### src/rtl/alu_pg_pkg.sv
package alu_pg_pkg;
   localparam logic [2:0] OP_ADD   = 3'b000;
   localparam logic [2:0] OP_SUB   = 3'b001;
   localparam logic [2:0] OP_AND   = 3'b010;
   localparam logic [2:0] OP_OR    = 3'b011;
   localparam logic [2:0] OP_XOR   = 3'b100;
   localparam logic [2:0] OP_PASSA = 3'b101;

   // truth tables, bit index = {a,b}
   localparam logic [3:0] TT_ZERO = 4'b0000;
   localparam logic [3:0] TT_AND  = 4'b1000;
   localparam logic [3:0] TT_OR   = 4'b1110;
   localparam logic [3:0] TT_XOR  = 4'b0110;
   localparam logic [3:0] TT_XNOR = 4'b1001;
   localparam logic [3:0] TT_PASA = 4'b1100;

   typedef enum logic [1:0] {
      GEN_ZERO = 2'd0,
      GEN_AND  = 2'd1,
      GEN_ANDN = 2'd2
   } gen_sel_e;

   typedef struct packed {
      logic [3:0] ptab;
      gen_sel_e   gsel;
      logic       cin;
      logic       arith;
   } alu_ctl_t;
endpackage

### src/rtl/alu_pg_decode.sv
module alu_pg_decode
   import alu_pg_pkg::*;
(
   input  logic [2:0] op_i,
   output alu_ctl_t   ctl_o
);
   always_comb begin
      ctl_o = '{ptab: TT_ZERO, gsel: GEN_ZERO, cin: 1'b0, arith: 1'b0};
      case (op_i)
         OP_ADD:   ctl_o = '{ptab: TT_XOR,  gsel: GEN_AND,  cin: 1'b0, arith: 1'b1};
         OP_SUB:   ctl_o = '{ptab: TT_XNOR, gsel: GEN_ANDN, cin: 1'b1, arith: 1'b1};
         OP_AND:   ctl_o.ptab = TT_AND;
         OP_OR:    ctl_o.ptab = TT_OR;
         OP_XOR:   ctl_o.ptab = TT_XOR;
         OP_PASSA: ctl_o.ptab = TT_PASA;
         default:  ctl_o.ptab = TT_ZERO;
      endcase
   end


   always_comb begin
      logic_ops_chk: assert (!(op_i inside {OP_AND, OP_OR, OP_XOR, OP_PASSA, 3'b110, 3'b111})
                              || (ctl_o.gsel == GEN_ZERO && !ctl_o.cin));
   end
endmodule

### src/rtl/alu_pg_slices.sv
module alu_pg_slices
   import alu_pg_pkg::*;
#(
   parameter int WIDTH = 16
) (
   input  logic [WIDTH-1:0] a_i,
   input  logic [WIDTH-1:0] b_i,
   input  logic [3:0]       ptab_i,
   input  gen_sel_e         gsel_i,
   output logic [WIDTH-1:0] p_o,
   output logic [WIDTH-1:0] g_o
);
   for (genvar i = 0; i < WIDTH; i++) begin : g_bit
      assign p_o[i] = ptab_i[{a_i[i], b_i[i]}];
      always_comb begin
         unique case (gsel_i)
            GEN_AND:  g_o[i] = a_i[i] & b_i[i];
            GEN_ANDN: g_o[i] = a_i[i] & ~b_i[i];
            default:  g_o[i] = 1'b0;
         endcase
      end
   end
endmodule

### src/rtl/alu_pg_carry.sv
module alu_pg_carry #(
   parameter int WIDTH       = 16,
   parameter int CHAIN_STYLE = 1    // 0: ripple, 1: prefix tree
) (
   input  logic [WIDTH-1:0] p_i,
   input  logic [WIDTH-1:0] g_i,
   input  logic             cin_i,
   output logic [WIDTH:0]   c_o     // c_o[k] = carry into slice k, c_o[WIDTH] = carry-out
);
   localparam int N  = WIDTH + 1;
   localparam int LV = $clog2(N);

   if (CHAIN_STYLE != 0 && CHAIN_STYLE != 1) begin : g_bad_style
      $error("alu_pg_carry: CHAIN_STYLE must be 0 or 1");
   end

   if (CHAIN_STYLE == 0) begin : g_ripple
      assign c_o[0] = cin_i;
      for (genvar i = 0; i < WIDTH; i++) begin : g_stage
         assign c_o[i+1] = g_i[i] | (p_i[i] & c_o[i]);
      end
   end else begin : g_tree
      // position 0 carries the carry-in as a generate with no propagate
      logic [LV:0][N-1:0] gg;
      logic [LV:0][N-1:0] pp;
      assign gg[0] = {g_i, cin_i};
      assign pp[0] = {p_i, 1'b0};
      for (genvar l = 0; l < LV; l++) begin : g_lvl
         localparam int D = 1 << l;
         for (genvar j = 0; j < N; j++) begin : g_node
            if (j >= D) begin : g_comb
               assign gg[l+1][j] = gg[l][j] | (pp[l][j] & gg[l][j-D]);
               assign pp[l+1][j] = pp[l][j] & pp[l][j-D];
            end else begin : g_pass
               assign gg[l+1][j] = gg[l][j];
               assign pp[l+1][j] = pp[l][j];
            end
         end
      end
      assign c_o = gg[LV];
   end
endmodule

### src/rtl/alu_pg_top.sv
module alu_pg_top
   import alu_pg_pkg::*;
#(
   parameter int WIDTH       = 16,
   parameter int CHAIN_STYLE = 1
) (
   input  logic             clk,
   input  logic             rst_n,
   input  logic [2:0]       op_i,
   input  logic [WIDTH-1:0] a_i,
   input  logic [WIDTH-1:0] b_i,
   input  logic             oe_i,
   output logic [WIDTH-1:0] res_o,
   output logic             cout_o
);
   if (WIDTH < 2) begin : g_bad_width
      $error("alu_pg_top: WIDTH must be at least 2");
   end

   alu_ctl_t         ctl;
   logic [WIDTH-1:0] p, g, sum;
   logic [WIDTH:0]   c;
   logic [WIDTH-1:0] res_q;
   logic             cout_q;

   alu_pg_decode u_dec (.op_i(op_i), .ctl_o(ctl));

   alu_pg_slices #(.WIDTH(WIDTH)) u_sl (
      .a_i(a_i), .b_i(b_i), .ptab_i(ctl.ptab), .gsel_i(ctl.gsel),
      .p_o(p), .g_o(g));

   alu_pg_carry #(.WIDTH(WIDTH), .CHAIN_STYLE(CHAIN_STYLE)) u_cy (
      .p_i(p), .g_i(g), .cin_i(ctl.cin), .c_o(c));

   assign sum = p ^ c[WIDTH-1:0];

   always_ff @(posedge clk or negedge rst_n) begin
      if (!rst_n) begin
         res_q  <= '0;
         cout_q <= 1'b0;
      end else begin
         res_q  <= sum;
         cout_q <= ctl.arith & c[WIDTH];
      end
   end

   assign res_o  = oe_i ? res_q : '0;
   assign cout_o = cout_q;


   add_chk: assert property (@(posedge clk) disable iff (!rst_n)
      (op_i == OP_ADD) |=> ({cout_q, res_q} == $past({1'b0, a_i} + {1'b0, b_i})));

   sub_chk: assert property (@(posedge clk) disable iff (!rst_n)
      (op_i == OP_SUB) |=> (res_q == $past(a_i - b_i)) && (cout_q == $past(a_i >= b_i)));

   and_chk: assert property (@(posedge clk) disable iff (!rst_n)
      (op_i == OP_AND) |=> (res_q == $past(a_i & b_i)));

   or_chk: assert property (@(posedge clk) disable iff (!rst_n)
      (op_i == OP_OR) |=> (res_q == $past(a_i | b_i)));

   xor_chk: assert property (@(posedge clk) disable iff (!rst_n)
      (op_i == OP_XOR) |=> (res_q == $past(a_i ^ b_i)));

   unused_op_chk: assert property (@(posedge clk) disable iff (!rst_n)
      (op_i[2:1] == 2'b11) |=> (res_q == '0) && !cout_q);

   logic_cout_chk: assert property (@(posedge clk) disable iff (!rst_n)
      (op_i[2:1] != 2'b00) |=> !cout_q);
endmodule

### config.mk
export PLATFORM = sky130hd
export DESIGN_NAME = alu_pg_top
export DESIGN_NICKNAME = d
export VERILOG_FILES = /design/src/rtl/alu_pg_pkg.sv /design/src/rtl/alu_pg_decode.sv /design/src/rtl/alu_pg_slices.sv /design/src/rtl/alu_pg_carry.sv /design/src/rtl/alu_pg_top.sv
export SDC_FILE = /design/constraint.sdc
export NUM_CORES = 1
export LEC_CHECK = 0
export ABC_CLOCK_PERIOD_IN_PS = 1300
export BUFFER_PORTS_ARGS = -buffer_cell sky130_fd_sc_hd__buf_2
export CAP_MARGIN = 20
export CORE_MARGIN = 1
export CORE_UTILIZATION = 30
export CTS_CLUSTER_SIZE = 24
export DETAILED_ROUTE_END_ITERATION = 16
export GPL_TIMING_DRIVEN = 0
export SKIP_CTS_REPAIR_TIMING = 1
export SYNTH_ARGS = -nofsm -noshare
export SYNTH_HDL_FRONTEND = slang
export SYNTH_SLANG_ARGS = --single-unit
### constraint.sdc
create_clock -name clk -period 1.3 [get_ports clk]
set_input_delay 0.065 -clock clk [delete_from_list [all_inputs] [get_ports clk]]
set_output_delay 0.065 -clock clk [all_outputs]
set_load 0.01 [all_outputs]
After elaboration in Yosys (flattened, before gate mapping)
Index checks and enable logic that the tools add are counted.
{"block": "word_totals", "latch_bits": 0, "mem_bits_rw": 0, "elab_cells": 274, "n_memories": 0, "register_bits": 17, "in_bits": 38, "romBits": 0}
{"block": "classes", "n_div": 0, "order_cmp": 16, "n_reduce_logical": 2, "addsub": 0, "bitwise_logic": 196, "n_shift": 0, "multipliers": 0, "eq_ne": 7, "mux": 51}
{"cell": "$and A1 B1 Y1", "n": 125}
{"cell": "$or A1 B1 Y1", "n": 54}
{"cell": "$lt A2 B3 Y1 const B", "n": 16}
{"cell": "$bmux W1 S2", "n": 16}
{"cell": "$pmux W1 S2", "n": 16}
{"cell": "$pmux W4 S5", "n": 1}
{"cell": "$mux W1", "n": 16}
{"cell": "$mux W16", "n": 1}
{"cell": "$not A1 Y1", "n": 16}
{"cell": "$xor A16 B16 Y16", "n": 1}
{"cell": "$pmux W4 S2", "n": 1}
{"cell": "$eq A3 B2 Y1 const B", "n": 2}
{"cell": "$eq A3 B3 Y1 const B", "n": 2}
{"cell": "$eq A3 B1 Y1 const B", "n": 1}
{"cell": "$logic_not A3 Y1", "n": 1}
{"cell": "$eq A2 B1 Y1 const B", "n": 1}
{"cell": "$eq A2 B2 Y1 const B", "n": 1}
{"cell": "$reduce_or A2 Y1", "n": 1}

Longest topological paths before layout
Gate-level depths: netlist of the first run.
{"block": "logic_depth", "depth_word": 15, "mapped_depth": 16, "depth_no_buf": 13}

Cells and area by module
Synthesis of the first run repeated with hierarchy kept, for this count alone.
{"block": "hier_totals", "cells_unflattened": 188, "hier_area_um2": 2000.7}
{"mod": "alu_pg_slices", "area_per_inst_um2": 779.5, "cells_each": 58, "instances": 1, "seq_area_each_um2": 0.0}
{"mod": "alu_pg_top", "area_per_inst_um2": 698.2, "cells_each": 51, "instances": 1, "seq_area_each_um2": 425.4}
{"mod": "alu_pg_carry", "area_per_inst_um2": 437.9, "cells_each": 68, "instances": 1, "seq_area_each_um2": 0.0}
{"mod": "alu_pg_decode", "area_per_inst_um2": 85.1, "cells_each": 11, "instances": 1, "seq_area_each_um2": 0.0}

Least setup slack after synthesis of the first run
Ideal clock, no wire load.
{"block": "synth_timing", "kind": "in2reg", "start": "in op_i[1]", "end": "reg res_q[15]", "slack_ps": -1349, "cell_stages": 16, "setup_ps": 150, "t_required_ps": 1150, "arrival_ps": 2499, "path_cell_list": "buf_4 -> clkbuf_1 -> nor2_1 -> nand2_1 -> inv_1 -> ha_1 -> buf_4 -> xor2_1 -> a31oi_1 -> nand2_1 -> a31oi_2 -> o21ba_1 -> o41ai_2 -> o21a_2 -> nor4_1 -> a311oi_1"}
{"block": "synth_via", "elab_chain_len": 14}
{"element": "start, declared", "line": "alu_pg_top.sv:9", "source": "input logic [2:0] op_i,"}
{"element": "$eq A3 B3 Y1 or $logic_not A3 Y1 (tied branches)", "line": "alu_pg_decode.sv:9", "source": "case (op_i)"}
{"element": "$reduce_or A2 Y1 (no line)"}
{"element": "$pmux W4 S5", "line": "alu_pg_decode.sv:9"}
{"element": "$bmux W1 S2", "line": "alu_pg_slices.sv:14", "source": "assign p_o[i] = ptab_i[{a_i[i], b_i[i]}];"}
{"element": "$mux W1 (implied by the code)", "line": "alu_pg_slices.sv:14"}
{"element": "$and A1 B1 Y1", "line": "alu_pg_carry.sv:32", "source": "assign gg[l+1][j] = gg[l][j] | (pp[l][j] & gg[l][j-D]);"}
{"element": "$or A1 B1 Y1", "line": "alu_pg_carry.sv:32"}
{"element": "$and A1 B1 Y1", "line": "alu_pg_carry.sv:32"}
{"element": "$or A1 B1 Y1", "line": "alu_pg_carry.sv:32"}
{"element": "$and A1 B1 Y1", "line": "alu_pg_carry.sv:32"}
{"element": "$or A1 B1 Y1", "line": "alu_pg_carry.sv:32"}
{"element": "$and A1 B1 Y1", "line": "alu_pg_carry.sv:32"}
{"element": "$or A1 B1 Y1", "line": "alu_pg_carry.sv:32"}
{"element": "$xor A16 B16 Y16 *", "line": "alu_pg_top.sv:35", "source": "assign sum = p ^ c[WIDTH-1:0];"}
{"element": "named net sum[15]", "line": "alu_pg_top.sv:21", "source": "logic [WIDTH-1:0] p, g, sum;"}
{"element": "end signal, assigned", "line": "alu_pg_top.sv:42", "source": "res_q <= sum;"}
{"element": "end, declared", "line": "alu_pg_top.sv:23", "source": "logic [WIDTH-1:0] res_q;"}
The timed path passes the listed nets; every way through them passes the cells marked *. The select of a mux whose other input is x is not followed.

Final worst setup path of the first run
{"block": "layout_timing", "start": "in op_i[2]", "end": "reg res_q[15]"}
The elaborated chain is that of the path after synthesis.

==> results.py, run 1 <==
metrics = {
    "run_status": {
        "status": "complete, but fails checks",
        "violations": "setup timing",
    },
    "clock_network": {
        "cts_root_buf": "clkbuf_8",
        "htreeDepth": 1,
        "cts_tree": "done",
        "cts.clk_slew.worst_paths_ps": 60,
        "cts_buffers": 3,
        "clockBufferDepth": 2,
        "cts_sinks": 17,
    },
    "yosys": {
        "ys_seq_area_share_pct": 18.7,
        "ys_types": 56,
        "synth_ff_type": "dfrtp_1",
        "syn_avg_cell_area_um2": 8.11,
        "synth_edf_count": 0,
        "synth_nets": 322,
        "postSynthCellCount": 281,
        "syn-cell-area_um2": 2280,
        "yosysWarningCount": 0,
        "postSynth.asyncResetShare_pct": 100,
        "ys_seq_elements": 17,
    },
    "timing": {
        "worstMarginPinSlew_ps": 781,
        "setup_viol": 16,
        "finalCritPeriodShare_pct": 188,
        "setup_ws_ps": -1140,
        "fmax_mhz": 410,
        "period_minus_slack_ps": 2440,
        "maxSlewViolCount": 0,
        "max_slew_margin_pct": 47.4,
        "rsz0062_at_grt": "true",
        "hold_violations": 0,
        "holdWs_ps": 230,
    },
    "setup_path": {
        "crit_path_max_incr_delay_ps": 350,
        "cp_max_fo": 7,
        "crit_top_cell": "buf_8",
        "cp_slowest_cell": "o41ai_4",
        "timing.critical_path.buf_inv": 3,
        "end_kind": "register",
        "critical_path.startpoint_type": "input pin",
        "path_cells": "buf_8, buf_8, buf_8, or3_1, nand3_1, o21ai_1, o21ai_1, ha_2, a31oi_4, nand2_2, a31oi_4, o21ba_4, o41ai_4, o21a_2, nor4_2, a311oi_1",
        "cp_top_family": "compound AO/OA/AOI/OAI gates",
        "worstSetupPathType": "input pin to register",
        "cp_data_required_time_ps": 1440,
        "cp_data_arrival_time_ps": 2580,
    },
    "floorplanning": {
        "die_h_um": 89.2,
        "num_io_pins": 55,
        "core_um2": 7290,
        "die_area_um2": 7950,
        "core.rowCount": 31,
        "die_w_um": 89.2,
        "initial_utilization_pct": 31.3,
    },
    "grt": {
        "grt_max_degree": 18,
        "grt_antenna_before_repair": 0,
        "gr-total-overflow": 0,
        "track_usage_pct": 15.8,
        "grt_pass1_vias": 2063,
        "grt_first_pass_wirelength_um": 9770,
    },
    "routing": {
        "vias": 2316,
        "met2WireLength_um": 3310,
        "post-route-drc-count": 0,
        "detail-route-antenna-nets": 0,
        "wl_met3_um": 358,
        "vias_per_cell": 5.10,
        "wl_per_cell_um": 14.4,
        "top_layer_used": "met4",
        "met1_length_um": 2820,
        "finalWirelength_um": 6530,
        "drt_iter0_drc": 137,
        "dr.pass1.iters": 4,
    },
    "final_layout": {
        "num_antenna_cells": 0,
        "finalInstanceArea_um2": 3120,
        "fin_nets": 397,
        "final_util_pct": 42.8,
        "seqCellArea_um2": 425,
        "multi_input_area_um2": 1920,
        "area_growth_syn_to_layout_pct": 36.9,
        "drive_gt1_share_pct": 38.3,
        "n_fill_cell": 776,
    },
    "pwr": {
        "p_leak_uw": 0.00138,
        "p_per_area_nw_per_um2": 642,
        "ir_drop_mv": 0.274,
    },
    "place": {
        "port_buffers": 52,
        "place_area_um2": 2800,
        "gp_congestion": 0.847,
        "dpl.hpwl_um": 4990,
    },
    "hold_path": {
        "hold_class": "input pin to register",
        "min_from": "op_i[1]",
        "min_to": "res_q[3]",
        "min_path_cells": 3,
    },
    "job": {
        "max-cap-violations": 0,
    },
}
[per-stage QoR]
stage | std cells | total power, uW | setup TNS [ps] | worst slack [ps]
2_1_floorplan | 281 | 1240 | -11040 | -978
3_3_place_gp | 432 | 1520 | -18070 | -1550
3_5_place_dp | 432 | 1540 | -18670 | -1610
4_1_cts | 436 | 1900 | -14490 | -1350
5_1_grt | 454 | 2140 | -14380 | -1360
6_report | 454 | 2000 | -12140 | -1140
[cells in the final DEF, fill, tap and decap left out, types with 3 or more instances in the layout]
cell type	Yosys	final
a21oi_1	10	9
a31oi_1	7	6
a31oi_4	0	3
and2_1	16	16
and3_1	8	8
buf_2	5	52
buf_4	3	17
buf_6	4	8
buf_8	0	5
clkbuf_8	0	4
dfrtp_1	17	17
maj3_1	14	13
maj3_2	2	3
nand2_1	26	22
nand2_2	0	3
nand2b_1	5	5
nand3_1	17	15
nor2_1	5	3
nor3_1	6	6
nor3b_1	4	4
o21a_1	3	3
o21ai_0	21	14
o21ai_1	4	6
o21ai_2	2	7
or3_1	9	9
xnor2_1	18	17
xor2_1	26	24
[cell type report]
type	instances	area share [%]
clock buffer	4	1.44
tap	99	3.97
buffer	15	5.29
timing repair buffer	71	13.6
multi-input combinational	244	61.5
sequential	17	13.6
inverter	4	0.561
[power breakdown]
part	internal (uW)	leakage, uW	switching [uW]
Sequential	606	0.000211	12.0
Clock	216	0.0000228	144
Combinational	469	0.00114	557
Total	1290	0.00138	713
[worst min-delay path, cell delays in order]
cell and delay [ps]:
buf_8 100, o31ai_1 120, xnor2_1 140
[logic make-up (layout without fill, tap and decap cells)]
group	Yosys count	in the layout	synth area share [%]
simple gates	103	103	24.8
compound gates	78	78	25.5
xor+xnor	44	44	16.9
buf+inv	20	94	5.38
fa+ha+maj	19	19	8.78
flops	17	17	18.7
[routing by layer]
layer  global-route usage, %  vias to the layer above
li1                        -                     1159
met1                    19.0                     1093
met2                    29.1                       60
met3                    1.85                        4
met4                    5.19                        0
met5                       0                        -
[synthesized netlist by cell type (2+ instances only)]
cell,count,share of area [%]
nand2_1,26,4.3
xor2_1,26,10
o21ai_0,21,4.6
xnor2_1,18,6.9
dfrtp_1,17,19
nand3_1,17,3.7
and2_1,16,4.4
maj3_1,14,6.1
a21oi_1,10,2.2
or3_1,9,2.5
and3_1,8,2.2
a31oi_1,7,1.9
nor3_1,6,1.3
buf_2,5,1.1
nand2b_1,5,1.4
nor2_1,5,0.82
buf_6,4,2.0
clkbuf_1,4,0.66
nor3b_1,4,1.3
o21ai_1,4,0.88
buf_4,3,0.99
ha_1,3,1.6
o21a_1,3,0.99
a21o_1,2,0.66
a31oi_2,2,1.1
a32o_1,2,0.88
a32oi_1,2,0.77
inv_1,2,0.33
inv_2,2,0.33
maj3_2,2,0.99
nor3_2,2,0.88
o211ai_2,2,1.1
o21ai_2,2,0.77
o21bai_1,2,0.66
o31a_1,2,0.77
o31ai_1,2,0.66
[sequential cells by signal, indices dropped and copies added, names as in the netlist]
name	flops
res_q	16
cout_o	1
[worst max-delay path by stage]
stage,start,depth (start not counted),to
after floorplan,op_i[2],16,res_q[13]
after CTS,op_i[2],15,res_q[14]
after detailed placement,op_i[2],15,res_q[14]
after global routing,op_i[2],16,res_q[15]
after global placement,op_i[2],15,res_q[14]
final,op_i[2],16,res_q[15]
(Power assumes the default switching activity.)
==> run 2, diff against run 1 <==
--- a/config.mk
+++ b/config.mk
@@ -5,6 +5,7 @@
 export SDC_FILE = /design/constraint.sdc
 export NUM_CORES = 1
 export LEC_CHECK = 0
+export ABC_AREA = 1
 export ABC_CLOCK_PERIOD_IN_PS = 1300
 export BUFFER_PORTS_ARGS = -buffer_cell sky130_fd_sc_hd__buf_2
 export CAP_MARGIN = 20
@@ -14,6 +15,7 @@
 export DETAILED_ROUTE_END_ITERATION = 16
 export GPL_TIMING_DRIVEN = 0
 export SKIP_CTS_REPAIR_TIMING = 1
+export SLEW_MARGIN = 10
 export SYNTH_ARGS = -nofsm -noshare
 export SYNTH_HDL_FRONTEND = slang
 export SYNTH_SLANG_ARGS = --single-unit
==> results.py, run 2 <==
metrics = {
    "routing": {
        "drt_iter0_drc": 113,
        "met1_length_um": 3450,
        "wl_met3_um": 331,
        "dr.pass1.iters": 6,
        "detail-route-antenna-nets": 0,
        "met2WireLength_um": 3750,
        "vias": 2969,
        "top_layer_used": "met4",
        "wl_per_cell_um": 11.6,
        "finalWirelength_um": 7620,
        "post-route-drc-count": 0,
        "vias_per_cell": 4.51,
    },
    "floorplanning": {
        "die_w_um": 94.7,
        "die_h_um": 94.7,
        "die_area_um2": 8970,
        "num_io_pins": 55,
        "core_um2": 8260,
        "core.rowCount": 33,
        "initial_utilization_pct": 31.2,
    },
    "final_layout": {
        "fin_nets": 595,
        "layout_commonest_cell": "nand2_1",
        "regMostFlops": "res_q",
        "final_cells": 658,
        "layout_common_cells": "131 x nand2_1, 95 x inv_1, 51 x buf_2, 45 x nand2_2, 37 x nand3_1",
        "n_fill_cell": 902,
        "area_growth_syn_to_layout_pct": 43.3,
        "drive_gt1_share_pct": 36.0,
        "num_antenna_cells": 0,
        "largest_reg_flops": 16,
    },
    "clock_network": {
        "cts_tree": "done",
        "htreeDepth": 1,
        "cts.clk_slew.worst_paths_ps": 60,
        "cts_sinks": 17,
        "clockBufferDepth": 2,
        "cts_buffers": 3,
        "cts_root_buf": "clkbuf_8",
    },
    "grt": {
        "grt_max_degree": 18,
        "grt_pass1_vias": 2560,
        "gr-total-overflow": 0,
        "grt_antenna_before_repair": 0,
        "grt_first_pass_wirelength_um": 11600,
        "track_usage_pct": 16.0,
    },
    "timing": {
        "hold_violations": 0,
        "finalCritPeriodShare_pct": 128,
        "holdWs_ps": 257,
        "setup_tns_ps": -3990,
        "rsz0062_at_grt": "true",
        "setup_ws_ps": -363,
        "worstMarginPinSlew_ps": 542,
        "max_slew_margin_pct": 63.6,
        "fmax_mhz": 601,
        "setup_viol": 16,
        "period_minus_slack_ps": 1660,
        "maxSlewViolCount": 0,
    },
    "yosys": {
        "syn_avg_cell_area_um2": 5.46,
        "yosys.area.top_type": "nand2_1",
        "yosysWarningCount": 0,
        "ys_types": 33,
        "synth_most_common_cell": "nand2_1",
        "synth_top_cell_area_share_pct": 24.0,
        "synth_ff_type": "dfrtp_1",
        "synth_common_cells": "165 x nand2_1, 100 x inv_1, 43 x nand3_1",
        "postSynthCellCount": 472,
        "ys_seq_elements": 17,
        "synth_edf_count": 0,
        "syn-cell-area_um2": 2580,
        "synth_nets": 513,
        "postSynth.asyncResetShare_pct": 100,
        "synth.area.top_cells": "nand2_1 24%, dfrtp_1 16%, inv_1 15%",
        "ys_seq_area_share_pct": 16.5,
    },
    "setup_path": {
        "crit_top_cell": "nand2_2",
        "critical_path.startpoint_type": "input pin",
        "path_cells": "buf_12, inv_16, nand2_4, nor2_4, ha_4, buf_8, clkinv_8, buf_8, nand2_2, nand3_2, nor2_2, nand3_1, nand2_2, nand2_2, nand2_2, inv_2, nand3_2, nand2_2, a21oi_2",
        "worstSetupPathType": "input pin to register",
        "timing.critical_path.buf_inv": 6,
        "cp_data_arrival_time_ps": 1840,
        "cp_slowest_cell": "ha_4",
        "crit_path_max_incr_delay_ps": 160,
        "cp_data_required_time_ps": 1470,
        "cp_max_fo": 7,
        "cp_top_family": "simple AND/OR/NAND/NOR gates",
        "end_kind": "register",
    },
    "place": {
        "gp_congestion": 0.909,
        "dpl.hpwl_um": 5810,
        "port_buffers": 53,
        "dp.cells": 630,
    },
    "pwr": {
        "pwr-share-comb_pct": 54.5,
        "p_leak_uw": 0.00217,
        "pwr-share-clk_pct": 16.6,
        "intPower_uw": 1300,
        "p_sw_uw": 866,
        "p_per_area_nw_per_um2": 586,
        "ir_drop_mv": 0.270,
        "switching_share_pct": 40.0,
        "seq_power_share_pct": 28.9,
    },
    "job": {
        "max-cap-violations": 0,
    },
    "hold_path": {
        "hold_class": "input pin to async pin",
    },
    "run_status": {
        "violations": "setup timing",
        "status": "complete, but fails checks",
    },
}
## run 2: cell families (layout without fill, tap and decap cells)
logic type | after synthesis | in the layout | synth area share (%)
simple gates | 270 | 270 | 48.0
buf+inv | 116 | 197 | 18.3
compound gates | 58 | 58 | 13.0
flops | 17 | 17 | 16.5
xor+xnor | 8 | 8 | 2.72
fa+ha+maj | 3 | 3 | 1.46
## run 2: power groups by stage
| stage | combinational (uW) | clock [uW] | sequential [uW] |
|---|---|---|---|
| after floorplan | 657 | 0 | 634 |
| after global placement | 943 | 0 | 638 |
| after detailed placement | 957 | 0 | 637 |
| after CTS | 959 | 375 | 628 |
| after global routing | 1310 | 389 | 639 |
| final | 1180 | 360 | 627 |
## run 2: worst max-delay path by stage
stage	startpoint	endpoint	slack [ps]	cells after the start
floorplan	op_i[1]	res_q[15]	-360	17
global placement	op_i[1]	cout_o	-990	19
detailed placement	op_i[1]	cout_o	-990	19
CTS	op_i[1]	cout_o	-730	19
global route	op_i[1]	cout_o	-460	19
finish	op_i[1]	cout_o	-360	19
## run 2: final cells by class
class / count / area, um^2 / share of cell area [%]
tap: 105 / 131 / 3.55
clock buffer: 4 / 45.0 / 1.22
inverter: 104 / 424 / 11.5
timing repair buffer: 77 / 534 / 14.5
multi-input combinational: 339 / 1990 / 53.9
sequential: 17 / 425 / 11.5
buffer: 12 / 145 / 3.93
## run 2: through the flow
stage          setup slack, ps  instance area, um^2  utilization [%]  total power [uW]
2_1_floorplan             -364                 2670                -              1290
3_5_place_dp              -985                 3060             37.1              1590
3_3_place_gp              -991                 3060             37.1              1580
6_report                  -363                 3700             44.8              2170
5_1_grt                   -456                 3700             44.8              2340
4_1_cts                   -731                 3110             37.7              1960
## run 2: per-layer routing
metal  vias up  GRT usage (%)
li1       1597              -
met1      1280           21.6
met2        84           27.1
met3         8           1.29
met4         0           4.42
met5         -              0
==> run 3, diff against run 2 <==
--- a/config.mk
+++ b/config.mk
@@ -9,11 +9,15 @@
 export ABC_CLOCK_PERIOD_IN_PS = 1300
 export BUFFER_PORTS_ARGS = -buffer_cell sky130_fd_sc_hd__buf_2
 export CAP_MARGIN = 20
+export CELL_PAD_IN_SITES_DETAIL_PLACEMENT = 1
+export CELL_PAD_IN_SITES_GLOBAL_PLACEMENT = 2
 export CORE_MARGIN = 1
 export CORE_UTILIZATION = 30
 export CTS_CLUSTER_SIZE = 24
 export DETAILED_ROUTE_END_ITERATION = 16
 export GPL_TIMING_DRIVEN = 0
+export PLACE_DENSITY_LB_ADDON = 0.1
+export REMOVE_ABC_BUFFERS = 1
 export SKIP_CTS_REPAIR_TIMING = 1
 export SLEW_MARGIN = 10
 export SYNTH_ARGS = -nofsm -noshare
==> results.py, run 3 (synthesis results as in run 2) <==
metrics = {
    "run_status": {
        "status": "complete, but fails checks",
        "violations": "setup timing",
    },
    "floorplanning": {
        "core.rowCount": 33,
        "die_h_um": 94.7,
        "num_io_pins": 55,
        "die_w_um": 94.7,
        "core_um2": 8260,
        "initial_utilization_pct": 31.2,
        "die_area_um2": 8970,
    },
    "routing": {
        "vias": 3040,
        "dr.pass1.iters": 4,
        "finalWirelength_um": 8470,
        "drt_iter0_drc": 56,
        "wl_per_cell_um": 12.9,
        "vias_per_cell": 4.63,
        "detail-route-antenna-nets": 0,
        "post-route-drc-count": 0,
    },
    "setup_path": {
        "worstSetupPathType": "input pin to register",
        "crit_top_cell": "nand2_1",
        "cp_max_fo": 8,
        "path_cells": "buf_12, inv_8, nand2_4, nor2_4, ha_4, clkinvlp_4, buf_6, a21oi_2, and3_4, nand3_1, nand2_1, nand2_1, nand2_2, inv_1, nand3_1, nand2_1",
        "cp_data_arrival_time_ps": 1950,
        "crit_path_max_incr_delay_ps": 220,
        "end_kind": "register",
        "cp_data_required_time_ps": 1420,
        "critical_path.startpoint_type": "input pin",
        "cp_slowest_cell": "ha_4",
    },
    "pwr": {
        "p_per_area_nw_per_um2": 585,
        "ir_drop_mv": 0.227,
        "power_uw": 2160,
        "p_leak_uw": 0.00222,
    },
    "place": {
        "gp_congestion": 0.807,
        "port_buffers": 54,
        "dpl.hpwl_um": 6430,
        "dp.cells": 619,
    },
    "grt": {
        "grt_pass1_vias": 2812,
        "gr-total-overflow": 0,
        "grt_first_pass_wirelength_um": 13300,
        "grt_max_degree": 19,
        "grt_antenna_before_repair": 0,
        "track_usage_pct": 18.8,
    },
    "final_layout": {
        "largest_reg_flops": 16,
        "layout_common_cells": "127 x nand2_1, 88 x inv_1, 51 x buf_2, 42 x nand2_2, 35 x nand3_1",
        "final_cells": 656,
        "area_growth_syn_to_layout_pct": 43.3,
        "regMostFlops": "res_q",
        "drive_gt1_share_pct": 39.9,
        "layout_commonest_cell": "nand2_1",
        "num_antenna_cells": 0,
        "fin_nets": 593,
    },
    "timing": {
        "setup_tns_ps": -6590,
        "setup_viol": 16,
        "hold_violations": 0,
        "period_minus_slack_ps": 1820,
        "fmax_mhz": 549,
        "holdWs_ps": 260,
        "maxSlewViolCount": 0,
        "worstMarginPinSlew_ps": 352,
        "finalCritPeriodShare_pct": 140,
        "max_slew_margin_pct": 76.5,
        "rsz0062_at_grt": "true",
        "setup_ws_ps": -521,
    },
    "clock_network": {
        "cts_root_buf": "clkbuf_8",
        "cts.clk_slew.worst_paths_ps": 60,
        "cts_buffers": 3,
        "cts_tree": "done",
        "clockBufferDepth": 2,
        "htreeDepth": 1,
        "cts_sinks": 17,
    },
    "job": {
        "max-cap-violations": 0,
    },
    "hold_path": {
        "hold_class": "input pin to async pin",
    },
}
run 3: power breakdown:
group	internal [uW]	leakage [uW]	total, uW	switching [uW]
Combinational	439	0.00199	1170	733
Clock	216	0.0000228	364	147
Sequential	609	0.000206	628	18.7
run 3: metal layers:
metal	GRT usage [%]	vias to the layer above	routed length (um)
met5	0	-	0
met4	3.03	0	51
met3	0.483	4	186
met2	31.4	54	4010
met1	27.1	1393	4220
li1	-	1589	-
run 3: worst max-delay path: cells and delay by family:
family | cells | cell delay, ps
AO/OA/AOI/OAI | 1 | 130
adder cells (fa/ha/maj) | 1 | 220
buffers and inverters | 5 | 640
AND/OR/NAND/NOR | 9 | 880
run 3: final cells by class:
class | count | area [um^2]
Multi-Input combinational cell | 339 | 2100
Inverter | 104 | 402
Sequential cell | 17 | 425
Tap cell | 105 | 131
Timing Repair Buffer | 87 | 592
Fill cell | 1128 | 4560
Clock buffer | 4 | 45.0
run 3: through the flow:
stage,setup slack (ps),util [%],area (um^2)
final,-521,44.8,3700
after floorplan,-839,-,2500
after global placement,-2020,35.1,2900
after global routing,-641,44.8,3700
after detailed placement,-2050,35.1,2900
after CTS,-1780,35.6,2940
run 3: path summary, 6_finish.rpt:
kind / startpoint / end / cells after the start
setup / recovery: op_i[1] / res_q[11] / 16
hold / removal: rst_n / res_q[1] / 2
max in group asynchronous: rst_n / res_q[13] / 2
min in group clk: a_i[5] / res_q[5] / 4
